[config.mk]
export PLATFORM = sky130hd
export DESIGN_NAME = s3w_cmd_rx
export DESIGN_NICKNAME = d
export VERILOG_FILES = /design/src/rtl/s3w_pkg.sv /design/src/rtl/s3w_sync.sv /design/src/rtl/s3w_addr_match.sv /design/src/rtl/s3w_data_acc.sv /design/src/rtl/s3w_cmd_rx.sv
export SDC_FILE = /design/constraint.sdc
export NUM_CORES = 1
export LEC_CHECK = 0
export ABC_AREA = 1
export BUFFER_PORTS_ARGS = -buffer_cell sky130_fd_sc_hd__buf_2
export CAP_MARGIN = 20
export CORE_ASPECT_RATIO = 1.4
export CORE_MARGIN = 4
export CORE_UTILIZATION = 30
export CTS_CLUSTER_DIAMETER = 200
export DETAILED_ROUTE_END_ITERATION = 7
export PLACE_DENSITY_LB_ADDON = 0.08
export SYNTH_ARGS = -nofsm -noshare
export SYNTH_HDL_FRONTEND = slang
export SYNTH_SLANG_ARGS = --single-unit
[constraint.sdc]
create_clock -name clk -period 1.9 [get_ports clk]
set_clock_uncertainty 0.1 [all_clocks]
set_input_delay 0.095 -clock clk [delete_from_list [all_inputs] [get_ports clk]]
set_output_delay 0.095 -clock clk [all_outputs]
set_load 0.02 [all_outputs]
[src/rtl/s3w_pkg.sv]
package s3w_pkg;
  // Positions of the asynchronous inputs inside the synchronizer vector.
  localparam int SIG_DAT = 0;
  localparam int SIG_CLK = 1;
  localparam int SIG_SEL = 2;
  localparam int SIG_RUN = 3;
  localparam int SIG_NUM = 4;

  // Events derived from the synchronized serial wires.
  typedef struct packed {
    logic sel_lvl;
    logic sel_rise;
    logic sel_fall;
    logic sclk_rise;
    logic dat;
    logic run;
  } s3w_evt_t;
endpackage

[src/rtl/s3w_sync.sv]
module s3w_sync #(
  parameter int WIDTH  = 4,
  parameter int STAGES = 2
) (
  input  logic             clk,
  input  logic             rst,
  input  logic [WIDTH-1:0] din,
  output logic [WIDTH-1:0] dout
);
  // One independent flop chain per input bit.
  for (genvar g = 0; g < WIDTH; g++) begin : g_bit
    logic [STAGES-1:0] chain;
    always_ff @(posedge clk) begin
      if (rst) chain <= '0;
      else     chain <= {chain[STAGES-2:0], din[g]};
    end
    assign dout[g] = chain[STAGES-1];
  end
endmodule

[src/rtl/s3w_addr_match.sv]
module s3w_addr_match #(
  parameter int           ADDR_W   = 8,
  parameter logic [7:0]   DEV_ADDR = 8'h47
) (
  input  logic clk,
  input  logic rst,
  input  s3w_pkg::s3w_evt_t ev,
  output logic hit
);
  logic [ADDR_W-1:0] shreg;

  // LSB first: new bits enter at the top and move down; the oldest of the last ADDR_W bits ends in bit 0.
  always_ff @(posedge clk) begin
    if (rst || !ev.run) begin
      shreg <= '0;
      hit   <= 1'b0;
    end else begin
      if (ev.sclk_rise && !ev.sel_lvl)
        shreg <= {ev.dat, shreg[ADDR_W-1:1]};
      if (ev.sel_rise)
        hit <= (shreg == ADDR_W'(DEV_ADDR));
    end
  end

  // the link gate clears any earlier match
  p_gate_clears_hit_r7: assert property (@(posedge clk) disable iff (rst)
    !ev.run |=> !hit);
  // a match can only turn on when select rises
  p_hit_rises_on_sel_r1: assert property (@(posedge clk) disable iff (rst)
    (!hit && !ev.sel_rise) |=> !hit);
endmodule

[src/rtl/s3w_data_acc.sv]
module s3w_data_acc #(
  parameter int MAX_BITS = 64,
  parameter int CNT_W    = $clog2(MAX_BITS + 1)
) (
  input  logic                clk,
  input  logic                rst,
  input  s3w_pkg::s3w_evt_t   ev,
  input  logic                hit,
  output logic                cmd_valid,
  output logic [MAX_BITS-1:0] cmd_word,
  output logic [CNT_W-1:0]    cmd_len
);
  localparam int IDX_W = $clog2(MAX_BITS);

  logic [MAX_BITS-1:0] acc;
  logic [CNT_W-1:0]    cnt;
  logic                room;

  assign room = (cnt < CNT_W'(MAX_BITS));

  always_ff @(posedge clk) begin
    if (rst || !ev.run) begin
      acc <= '0;
      cnt <= '0;
    end else if (ev.sel_rise) begin
      acc <= '0;
      cnt <= '0;
    end else if (ev.sel_lvl && ev.sclk_rise && room) begin
      acc[cnt[IDX_W-1:0]] <= ev.dat;
      cnt <= cnt + 1'b1;
    end
  end

  always_ff @(posedge clk) begin
    if (rst) begin
      cmd_valid <= 1'b0;
      cmd_word  <= '0;
      cmd_len   <= '0;
    end else begin
      cmd_valid <= ev.sel_fall && hit && ev.run;
      if (ev.sel_fall && hit && ev.run) begin
        cmd_word <= acc;
        cmd_len  <= cnt;
      end
    end
  end

  // the bit counter never passes the word width
  p_cnt_cap_r3: assert property (@(posedge clk) disable iff (rst)
    cnt <= CNT_W'(MAX_BITS));
  // the strobe lasts a single cycle
  p_one_cycle_r4: assert property (@(posedge clk) disable iff (rst)
    cmd_valid |=> !cmd_valid);
  // the outputs change only together with the strobe
  p_hold_word_r4: assert property (@(posedge clk) disable iff (rst)
    !cmd_valid |-> $stable(cmd_word) && $stable(cmd_len));
endmodule

[src/rtl/s3w_cmd_rx.sv]
module s3w_cmd_rx #(
  parameter int         MAX_BITS    = 64,
  parameter int         SYNC_STAGES = 2,
  parameter logic [7:0] DEV_ADDR    = 8'h47,
  parameter int         CNT_W       = $clog2(MAX_BITS + 1)
) (
  input  logic                clk,
  input  logic                rst,
  input  logic                host_run,
  input  logic                ser_sel,
  input  logic                ser_clk,
  input  logic                ser_dat,
  output logic                cmd_valid,
  output logic [MAX_BITS-1:0] cmd_word,
  output logic [CNT_W-1:0]    cmd_len
);
  import s3w_pkg::*;

  logic [SIG_NUM-1:0] raw, syn;
  logic               sel_q, clk_q;
  s3w_evt_t           ev;
  logic               hit;

  always_comb begin
    raw          = '0;
    raw[SIG_DAT] = ser_dat;
    raw[SIG_CLK] = ser_clk;
    raw[SIG_SEL] = ser_sel;
    raw[SIG_RUN] = host_run;
  end

  s3w_sync #(.WIDTH(SIG_NUM), .STAGES(SYNC_STAGES)) u_sync (
    .clk(clk), .rst(rst), .din(raw), .dout(syn)
  );

  // Edge detection on the synchronized select and serial clock.
  always_ff @(posedge clk) begin
    if (rst) begin
      sel_q <= 1'b0;
      clk_q <= 1'b0;
    end else begin
      sel_q <= syn[SIG_SEL];
      clk_q <= syn[SIG_CLK];
    end
  end

  always_comb begin
    ev.sel_lvl   = syn[SIG_SEL];
    ev.sel_rise  = syn[SIG_SEL] & ~sel_q;
    ev.sel_fall  = ~syn[SIG_SEL] & sel_q;
    ev.sclk_rise = syn[SIG_CLK] & ~clk_q;
    ev.dat       = syn[SIG_DAT];
    ev.run       = syn[SIG_RUN];
  end

  s3w_addr_match #(.ADDR_W(8), .DEV_ADDR(DEV_ADDR)) u_addr (
    .clk(clk), .rst(rst), .ev(ev), .hit(hit)
  );

  s3w_data_acc #(.MAX_BITS(MAX_BITS), .CNT_W(CNT_W)) u_acc (
    .clk(clk), .rst(rst), .ev(ev), .hit(hit),
    .cmd_valid(cmd_valid), .cmd_word(cmd_word), .cmd_len(cmd_len)
  );

  // no strobe follows a cycle with the link gated off
  p_gated_silent_r7: assert property (@(posedge clk) disable iff (rst)
    !ev.run |=> !cmd_valid);
  // a reported length never exceeds the word width
  p_len_range_r3: assert property (@(posedge clk) disable iff (rst)
    cmd_valid |-> cmd_len <= CNT_W'(MAX_BITS));
endmodule

# Yosys cells after proc, flatten, opt, wreduce, memory -nomap -nowiden
# Cells that the tools add are included.
[op_classes] magnitude_cmp=3 mux=3 bitwise=6 n_reduce_logical=10 n_eq_ne=1 add_sub_neg=1
[op_table] cell="64-bit bitwise mux" n=1
[op_table] cell="8-bit by 7-bit == test with 1-bit output, second input constant" n=1
[op_table] cell="7-bit by 1-bit adder with 7-bit output, second input constant" n=1
[op_table] cell="6-bit by 7-bit < comparator with 1-bit output, second input constant" n=1
[op_table] cell="7-bit < comparator, second input constant" n=1
[op_table] cell="1-bit demux with 6-bit select" n=1
[op_table] cell="6-bit by 1-bit greater-or-equal comparator with 1-bit output, second input constant" n=1
[op_table] cell="1-bit logical AND" n=6
[op_table] cell="1-bit AND" n=3
[op_table] cell="1-bit inverter" n=3
[op_table] cell="1-bit zero test" n=2
[op_table] cell="2-bit OR reduction" n=1
[op_table] cell="1-bit logical OR" n=1
[op_table] cell="1-bit 2-to-1 mux" n=1
[word_totals] ff_bits=162

# Depth between registers and ports, before layout
# Gate-level depths: netlist of the first run.
[depth] depth_word=5 ltp_mapped=9

# Hierarchy
# A second synthesis of the first run with hierarchy kept.
[unflattened] cells_unflattened=893 area_unflattened_um2=6627.6
[modules_own_cells] module="s3w_data_acc" cells_per_inst=808 seq_area_each_um2=2862.7 area_per_inst_um2=5925.7 n_inst=1
[modules_own_cells] module="s3w_addr_match" cells_per_inst=46 seq_area_each_um2=180.2 area_per_inst_um2=370.4 n_inst=1
[modules_own_cells] module="s3w_sync" cells_per_inst=29 seq_area_each_um2=160.2 area_per_inst_um2=261.5 n_inst=1
[modules_own_cells] module="s3w_cmd_rx" cells_per_inst=10 seq_area_each_um2=40.0 area_per_inst_um2=70.1 n_inst=1

# Worst setup path after synthesis of the first run
# Ideal clock, no wire load.
[synth_timing] path_kind="register -> register" start="register u_sync.g_bit[2].chain[1]" end="register u_acc.acc[25]" period_less_slack_ps=1323 n_path_buf=2 required_time_ps=1685 arrival_time_ps=1108 path_stages_with_launch=10 setup_time_ps=115 slack_ps=577 cell_sequence="dfxtp_1 inv_2 buf_6 nor2_2 nand2_2 buf_6 nor2_2 nand3_1 nand2_1 nor2_1"
[synth_via] elab_chain_len=2 word_cells_on_any_way=4
[synth_lines] item="from (decl)" line="s3w_sync.sv:12" rtl="logic [STAGES-1:0] chain;"
[synth_lines] item="from (signal assigned)" line="s3w_sync.sv:15" rtl="else chain <= {chain[STAGES-2:0], din[g]};"
[synth_lines] item="1-bit AND or 1-bit logical AND (tied branches)" line="s3w_cmd_rx.sv:49, s3w_data_acc.sv:28"
[synth_lines] item="2-bit OR reduction (no source line) or 1-bit logical AND (tied branches)"
[synth_lines] item="to (signal, indexed assignment)" line="s3w_data_acc.sv:29" rtl="acc[cnt[IDX_W-1:0]] <= ev.dat;"
[synth_lines] item="to (decl)" line="s3w_data_acc.sv:15" rtl="logic [MAX_BITS-1:0] acc;"
# Parallel ways exist; a longest one is shown, timed or not.
# A chain may end at the register's enable or synchronous reset.

# Worst setup path in the final report of the first run
[layout_timing] start="register u_acc.cnt[3]" end="register u_acc.acc[50]"
[layout_via] elab_chain_len=5 word_cells_on_any_way=8
[layout_lines] item="from (decl)" line="s3w_data_acc.sv:16" rtl="logic [CNT_W-1:0] cnt;"
[layout_lines] item="from (signal assigned)" line="s3w_data_acc.sv:30" rtl="cnt <= cnt + 1'b1;"
[layout_lines] item="6-bit by 7-bit < comparator with 1-bit output (implied by the code) or 6-bit by 1-bit greater-or-equal comparator with 1-bit output (tied branches)" line="s3w_data_acc.sv:29"
[layout_lines] item="1-bit logical AND (implied by the code)" line="s3w_data_acc.sv:29"
[layout_lines] item="1-bit 2-to-1 mux (implied by the code)" line="s3w_data_acc.sv:29"
[layout_lines] item="1-bit demux with 6-bit select"
[layout_lines] item="64-bit bitwise mux" line="s3w_data_acc.sv:29"
# Parallel ways exist; a longest one is shown, timed or not.

==> out/metrics.csv, run 1 <==
stage;metric;value;unit
sta;rsz0062_at_grt;false;
sta;fin_crit_sh;0.846;
setup_path;crit_path_end_kind;register;
layout;final_cells;1266;
placed_design;io_buffers;77;
sta;hold_ws;0.294;ns
die;io_pins;78;
route;drt-total-wl;17.5;mm
route;wire_per_inst;13.9;µm
synth;ys_warn_count;0;
synth;synth_cells;917;
sta;max_clock_freq;622;MHz
die;fp.dieW;132;µm
job;drv_cap;0;
die;dieArea;24100;µm²
layout;ff_latch_area;3240;µm²
synth;synth_nets;924;
sta;tightestPinTransition;0.769;ns
route;final_antenna_net_count;0;
layout;final_cell_area;7870;µm²
sta;finalHoldViolCount;0;
placed_design;placed_area;7200;µm²
route;vias_per_cell;4.52;
layout;diodes;0;
synth;synthTopCellsByCount;nand2_1 (287), dfxtp_1 (162), nor2_1 (123);
pwr;swShare;0.228;
route;firstDrtPassIters;4;
setup_path;worstSetupPathType;reg -> reg;
pwr;irDropWorstVdd;0.566;mV
setup_path;crit_path_start_kind;register;
pwr;clockPowerShare;0.508;
global_routing;grt_usage;0.148;
die;core_area;21300;µm²
synth;synthTopCellsByArea;dfxtp_1 (50%), nand2_1 (17%), a21oi_1 (8.6%);
placed_design;gp_congestion;0.827;
synth;synth_top_cell_by_area;dfxtp_1;
sta;slew_headroom;0.485;
route;drtIter0Drc;310;
synth;ys_ff_latch;162;
pwr;cellLeakagePower;3.20;nW
cts;postCtsSetupBuffers;0;
layout;final_layout_size_suffix_gt1_frac;0.161;
setup_path;critPathMaxFanout;11;
route;drcViolationCount;0;
layout;area_growth;21.1;%
synth;synth_edf_count;0;
sta;setup_slack;0.292;ns
pwr;comb_power_share;0.017;
synth;ys.flop_type;dfxtp_1;
pwr;powerDensity;912;nW/µm²
cts;cts_buffer_depth;2;
cts;cts.sink_count;162;
sta;period_needed;1.61;ns
placed_design;place_ws;0.283;ns
cts;cts_resized;0;
synth;synth_top_area_frac;0.499;
global_routing;grt_first_pass_wirelength;28.6;mm
synth;synth.cell_area;6500;µm²
pwr;p_sw;1.64;mW
pwr;p_total;7.18;mW
route;via_count;5724;
cts;cts_hold_buf;5;
cts;clock_latency;0.43;ns
layout;fin_nets;1000;
min_path;hold_class;in -> reg;
global_routing;grt_max_degree;83;
cts;root_buffer;clkbuf_16;
placed_design;place.detailed.hpwl;11.9;mm
layout;multi_input_area;2730;µm²
pwr;seq_power_share;0.474;
synth;synth.avg_cell_area;7.09;µm²
placed_design;dpl.cell_count;1229;
die;die_height;182;µm
global_routing;grt.overflow.total;0;
setup_path;arrival;1.87;ns
cts;cts_buffers;17;
cts;cts_tree;done;
sta;slew_violations;0;
sta;setup-tns-final;0;ns
setup_path;crit_required;2.16;ns
synth;yosysMostFrequentCell;nand2_1;
synth;async_reset_ff_frac;0;
global_routing;antenna_found_initial;0;
global_routing;grt_pass1_vias;5428;
layout;utilization;0.370;
layout;fill_cells;2313;
synth;yosysSeqAreaShare;0.499;
sta;setup_viol;0;
cts;htreeDepth;4;
synth;ys_types;22;
cts;clkSlewWorstSetupHoldPaths;0.07;ns
outcome;status;finished clean;
die;rows;63;
die;start_util;0.306;
pwr;power.internal;5.55;mW
-- state kept, by name (all words and copies together) (netlist names) --
signal,cells
u_acc.acc,64
u_acc.cmd_word,64
u_addr.shreg,8
u_sync.g_bit.chain,8
u_acc.cmd_len,7
u_acc.cnt,7
clk_q,1
sel_q,1
u_acc.cmd_valid,1
u_addr.hit,1
-- critical path, stage by stage (launching register included) --
cell and delay [ns]:
dfxtp_1 0.31, inv_1 0.06, nand2_1 0.08, nor2_1 0.59, nand3_1 0.18, nand2_1 0.09
nand2_1 0.05, nor2_1 0.08
-- cells by family (layout without fill, tap and decap cells) --
| family | Yosys count | in the layout | synth area share |
|---|---|---|---|
| buffers and inverters | 123 | 212 | 0.0822 |
| AO/OA/AOI/OAI | 117 | 117 | 0.0904 |
| adder cells (fa/ha/maj) | 1 | 1 | 0.00192 |
| flip-flops | 162 | 162 | 0.499 |
| AND/OR/NAND/NOR | 514 | 514 | 0.327 |
-- placed cells by master (no fill, tap or decap), drive strengths merged --
cell type	instances
bufinv	3
nand4	4
ha	1
nor2	138
a21oi	112
buf	105
nor3	2
a211oi	1
nand3	82
dlygate4sd3	5
inv	76
clkinvlp	5
clkbuf	17
o21ai	4
dfxtp	162
clkinv	1
nand2	288
-- layer usage --
metal	wire length, µm	global-route usage	vias up
li1	-	-	3033
met1	7950	0.179	2607
met2	8950	0.264	67
met3	395	0.0287	17
met4	244	0.0483	0
met5	0	0	-
-- path summary, 6_finish.rpt --
kind	start	end	slack, ns	depth (start not counted)
setup / recovery	u_acc.cnt[3]$_SDFFE_PP0P_	u_acc.acc[50]$_SDFFE_PP0P_	0.29	7
hold / removal	ser_clk	u_sync.g_bit[1].chain[0]$_SDFF_PP0_	0.29	4
setup reg to reg	u_acc.cnt[3]$_SDFFE_PP0P_	u_acc.acc[50]$_SDFFE_PP0P_	0.29	7
hold reg to reg	u_sync.g_bit[1].chain[0]$_SDFF_PP0_	u_sync.g_bit[1].chain[1]$_SDFF_PP0_	0.31	2
-- layout make-up --
cell class,count,area share
Clock buffer,17,0.0540
Clock inverter,15,0.0249
Inverter,70,0.0334
Multi-Input combinational cell,632,0.346
Sequential cell,162,0.412
Tap cell,260,0.0413
Timing Repair Buffer,110,0.0884
-- power groups by stage --
stage               Sequential [mW]  Combinational (mW)  Clock (mW)
global placement               3.49               0.121           0
floorplan                      3.48              0.0835           0
global route                   3.41               0.140        3.88
finish                         3.41               0.124        3.65
detailed placement             3.49               0.121           0
CTS                            3.41               0.129        3.76
No activity file was read; power rests on OpenSTA's default activity.
==> run 2, diff against run 1 <==
--- a/config.mk
+++ b/config.mk
@@ -5,7 +5,7 @@
 export SDC_FILE = /design/constraint.sdc
 export NUM_CORES = 1
 export LEC_CHECK = 0
-export ABC_AREA = 1
+export ABC_AREA = 0
 export BUFFER_PORTS_ARGS = -buffer_cell sky130_fd_sc_hd__buf_2
 export CAP_MARGIN = 20
 export CORE_ASPECT_RATIO = 1.4
==> constraint.sdc (replaced) <==
create_clock -name clk -period 1.6 [get_ports clk]
set_clock_uncertainty 0.1 [all_clocks]
set_input_delay 0.08 -clock clk [delete_from_list [all_inputs] [get_ports clk]]
set_output_delay 0.08 -clock clk [all_outputs]
set_load 0.02 [all_outputs]
==> out/metrics.csv, run 2 <==
stage;metric;value;unit;change
pwr;power.internal;6.88;mW;+24%
route;drtIter0Drc;283;;-8.7%
die;core_area;19800;µm²;-6.8%
global_routing;grt_pass1_vias;5279;;-2.7%
sta;period_needed;1.55;ns;-0.0606 ns
synth;async_reset_ff_frac;0;;unchanged
setup_path;crit_path_start_kind;register;;
synth;ys.flop_type;dfxtp_1;;
global_routing;antenna_found_initial;0;;unchanged
synth;yosysMostFrequentCell;dfxtp_1;;
setup_path;crit_path_end_kind;register;;
cts;cts_tree;done;;
cts;htreeDepth;4;;unchanged
placed_design;placed_area;7020;µm²;-2.5%
sta;rsz0062_at_grt;true;;
die;die_height;176;µm;-3.6%
global_routing;grt_first_pass_wirelength;28.1;mm;-1.6%
pwr;powerDensity;1100;nW/µm²;+21%
sta;slew_violations;0;;unchanged
synth;ys_warn_count;0;;unchanged
placed_design;dpl.cell_count;1006;;-18%
layout;fill_cells;2076;;-10%
placed_design;io_buffers;77;;unchanged
layout;final_cell_area;7810;µm²;-0.83%
synth;synthTopCellsByCount;dfxtp_1 (162), nand2_1 (148), a21oi_1 (77);;
route;final_antenna_net_count;0;;unchanged
setup_path;crit_required;1.82;ns;-0.34 ns
sta;slew_headroom;0.567;;+0.0813
sta;fin_crit_sh;0.967;;+0.121
cts;cts.sink_count;162;;unchanged
synth;synth_top_cell_by_area;dfxtp_1;;
setup_path;cp_num_buf_inv;1;;unchanged
setup_path;r2r_end;u_acc.acc[60]$_SDFFE_PP0P_;;
sta;tightestPinTransition;0.647;ns;-0.123 ns
synth;synth_top_area_frac;0.538;;+0.0396
setup_path;crit_chain;and4bb_4, buf_12, a31oi_1, a211oi_1;;
pwr;clockPowerShare;0.517;;+0.009
setup_path;r2r_slack;0.05;ns;-0.24 ns
layout;multi_input_area;2510;µm²;-7.9%
route;drt-total-wl;18.0;mm;+2.4%
sta;setup_viol;0;;unchanged
pwr;p_total;8.61;mW;+20%
sta;hold_ws;0.315;ns;+0.0209 ns
min_path;hold_end;u_sync.g_bit[0].chain[0]$_SDFF_PP0_;;
layout;layout_commonest_cell;dfxtp_1;;
global_routing;grt.overflow.total;0;;unchanged
global_routing;grt_usage;0.158;;+0.0102
route;wire_per_inst;17.2;µm;+24%
synth;synth_edf_count;0;;unchanged
route;firstDrtPassIters;4;;unchanged
sta;max_clock_freq;646;MHz;+3.9%
min_path;whs_path_depth;3;;-1
synth;ys_ff_latch;162;;unchanged
cts;clock_latency;0.42;ns;about the same
layout;ff_latch_area;3250;µm²;+0.27%
setup_path;reg2reg_depth;4;;-3
synth;yosysSeqAreaShare;0.538;;+0.0396
cts;cts_buffers;17;;unchanged
pwr;p_sw;1.74;mW;+6.1%
min_path;hp-start;ser_dat;;
layout;diodes;0;;unchanged
placed_design;gp_congestion;0.786;;-4.9%
pwr;irDropWorstVdd;0.610;mV;+7.8%
setup_path;rr_startpoint;u_acc.cnt[6]$_SDFFE_PP0P_;;
job;drv_cap;0;;unchanged
synth;ys_types;36;;+64%
layout;largestRegisters;u_acc.acc (64), u_acc.cmd_word (64);;
layout;mostFrequentLayoutCells;dfxtp_1 (155), nand2_1 (147), buf_2 (78);;
pwr;cellLeakagePower;2.87;nW;-10%
die;rows;61;;-3.2%
setup_path;arrival;1.77;ns;-0.10 ns
pwr;seq_power_share;0.470;;-0.004
global_routing;grt_max_degree;71;;-14%
synth;synth_cells;670;;-27%
synth;synth.cell_area;6020;µm²;-7.4%
setup_path;worstSetupPathType;reg -> reg;;
setup_path;slowest_delay;0.44;ns;-0.15 ns
route;via_count;5277;;-7.8%
layout;final_cells;1045;;-17%
layout;final_layout_size_suffix_gt1_frac;0.260;;+0.0987
die;fp.dieW;128;µm;-3.5%
cts;root_buffer;clkbuf_16;;
sta;setup-tns-final;0;ns;unchanged
synth;synth_nets;677;;-27%
min_path;hold_class;in -> reg;;
sta;finalHoldViolCount;0;;unchanged
layout;area_growth;29.6;%;
die;start_util;0.304;;-0.00193
synth;synth.avg_cell_area;8.99;µm²;+27%
setup_path;critPathTopFamily;simple AND/OR/NAND/NOR gates;;
pwr;comb_power_share;0.013;;-0.004
placed_design;place.detailed.hpwl;12.2;mm;+2.6%
layout;fin_nets;787;;-21%
setup_path;cp_slowest_cell;and4bb_4;;
route;drcViolationCount;0;;unchanged
setup_path;critPathMaxFanout;26;;+15
die;dieArea;22400;µm²;-7.0%
die;io_pins;78;;unchanged
cts;cts_buffer_depth;2;;unchanged
route;vias_per_cell;5.05;;+12%
cts;clkSlewWorstSetupHoldPaths;0.06;ns;about the same
synth;synthTopCellsByArea;dfxtp_1 (54%), nand2_1 (9.2%), a211oi_1 (7.9%);;
pwr;swShare;0.201;;-0.0262
outcome;status;finished clean;;
[run 2: worst max path at each step]
stage                                          from                          to  slack (ns)  cells past startpoint
after CTS                          clk_q$_SDFF_PP0_  u_acc.acc[49]$_SDFFE_PP0P_        0.02                      4
after global placement    u_acc.cnt[3]$_SDFFE_PP0P_   u_acc.acc[3]$_SDFFE_PP0P_       -0.19                      2
after detailed placement  u_acc.cnt[4]$_SDFFE_PP0P_  u_acc.acc[35]$_SDFFE_PP0P_       -0.24                      3
after global routing      u_acc.cnt[6]$_SDFFE_PP0P_  u_acc.acc[33]$_SDFFE_PP0P_      -0.008                      4
after floorplan           u_acc.cnt[0]$_SDFFE_PP0P_   u_acc.acc[1]$_SDFFE_PP0P_        0.06                      5
final                     u_acc.cnt[6]$_SDFFE_PP0P_  u_acc.acc[60]$_SDFFE_PP0P_        0.05                      4
[run 2: final cells by class]
| cell class | count | area share |
|---|---|---|
| inverters | 1 | 0.000481 |
| well taps | 252 | 0.0404 |
| clock inverters | 11 | 0.0224 |
| clock buffers | 21 | 0.0615 |
| flip-flops and latches | 162 | 0.416 |
| repair buffers | 154 | 0.137 |
| multi-input cells | 444 | 0.321 |
[run 2: per-stage QoR]
step | setup WS [ns] | utilization
after floorplan | 0.0552 | -
after CTS | 0.0198 | 0.391
after global routing | -0.00830 | 0.394
after detailed placement | -0.244 | 0.354
final | 0.0527 | 0.394
after global placement | -0.192 | 0.354
[run 2: power by group through the flow]
| stage | Sequential (mW) | Clock (mW) | Combinational [mW] |
|---|---|---|---|
| 2_1_floorplan | 4.14 | 0 | 0.0694 |
| 3_5_place_dp | 4.14 | 0 | 0.101 |
| 3_3_place_gp | 4.14 | 0 | 0.0984 |
| 5_1_grt | 4.05 | 4.74 | 0.123 |
| 4_1_cts | 4.05 | 4.57 | 0.111 |
| 6_report | 4.05 | 4.45 | 0.112 |
[run 2: metal layers]
| metal | track usage | routed length [µm] |
|---|---|---|
| met1 | 0.188 | 7580 |
| met2 | 0.278 | 9310 |
| met5 | 0 | 0 |
| met4 | 0.0566 | 361 |
| met3 | 0.0359 | 719 |
[run 2: timing repair]
action | CTS | global route
resized for setup | 7 | 10
hold buffers | 5 | 0
gates cloned | 0 | 2
buffers inserted | 0 | 0
setup endpoints to repair | 57 | 63
pin swaps | 2 | 2
endpoints found under the hold margin | 5 | 0
[run 2: cell families (layout without fill, tap and decap cells)]
group                    count (synthesis)  in the layout  share of synthesized area
XOR/XNOR                                 1              1                    0.00145
AND/OR/NAND/NOR                        224            225                      0.177
AO/OA/AOI/OAI                          208            208                      0.213
flip-flops                             162            162                      0.538
multiplexers                             9              9                     0.0150
buffers and inverters                   65            187                     0.0528
adder cells (fa/ha/maj)                  1              1                    0.00208
[run 2: tightest hold or removal path: stages]
cell,delay [ns]
dlygate4sd3_1,0.51
buf_2,0.10
nor2b_1,0.10
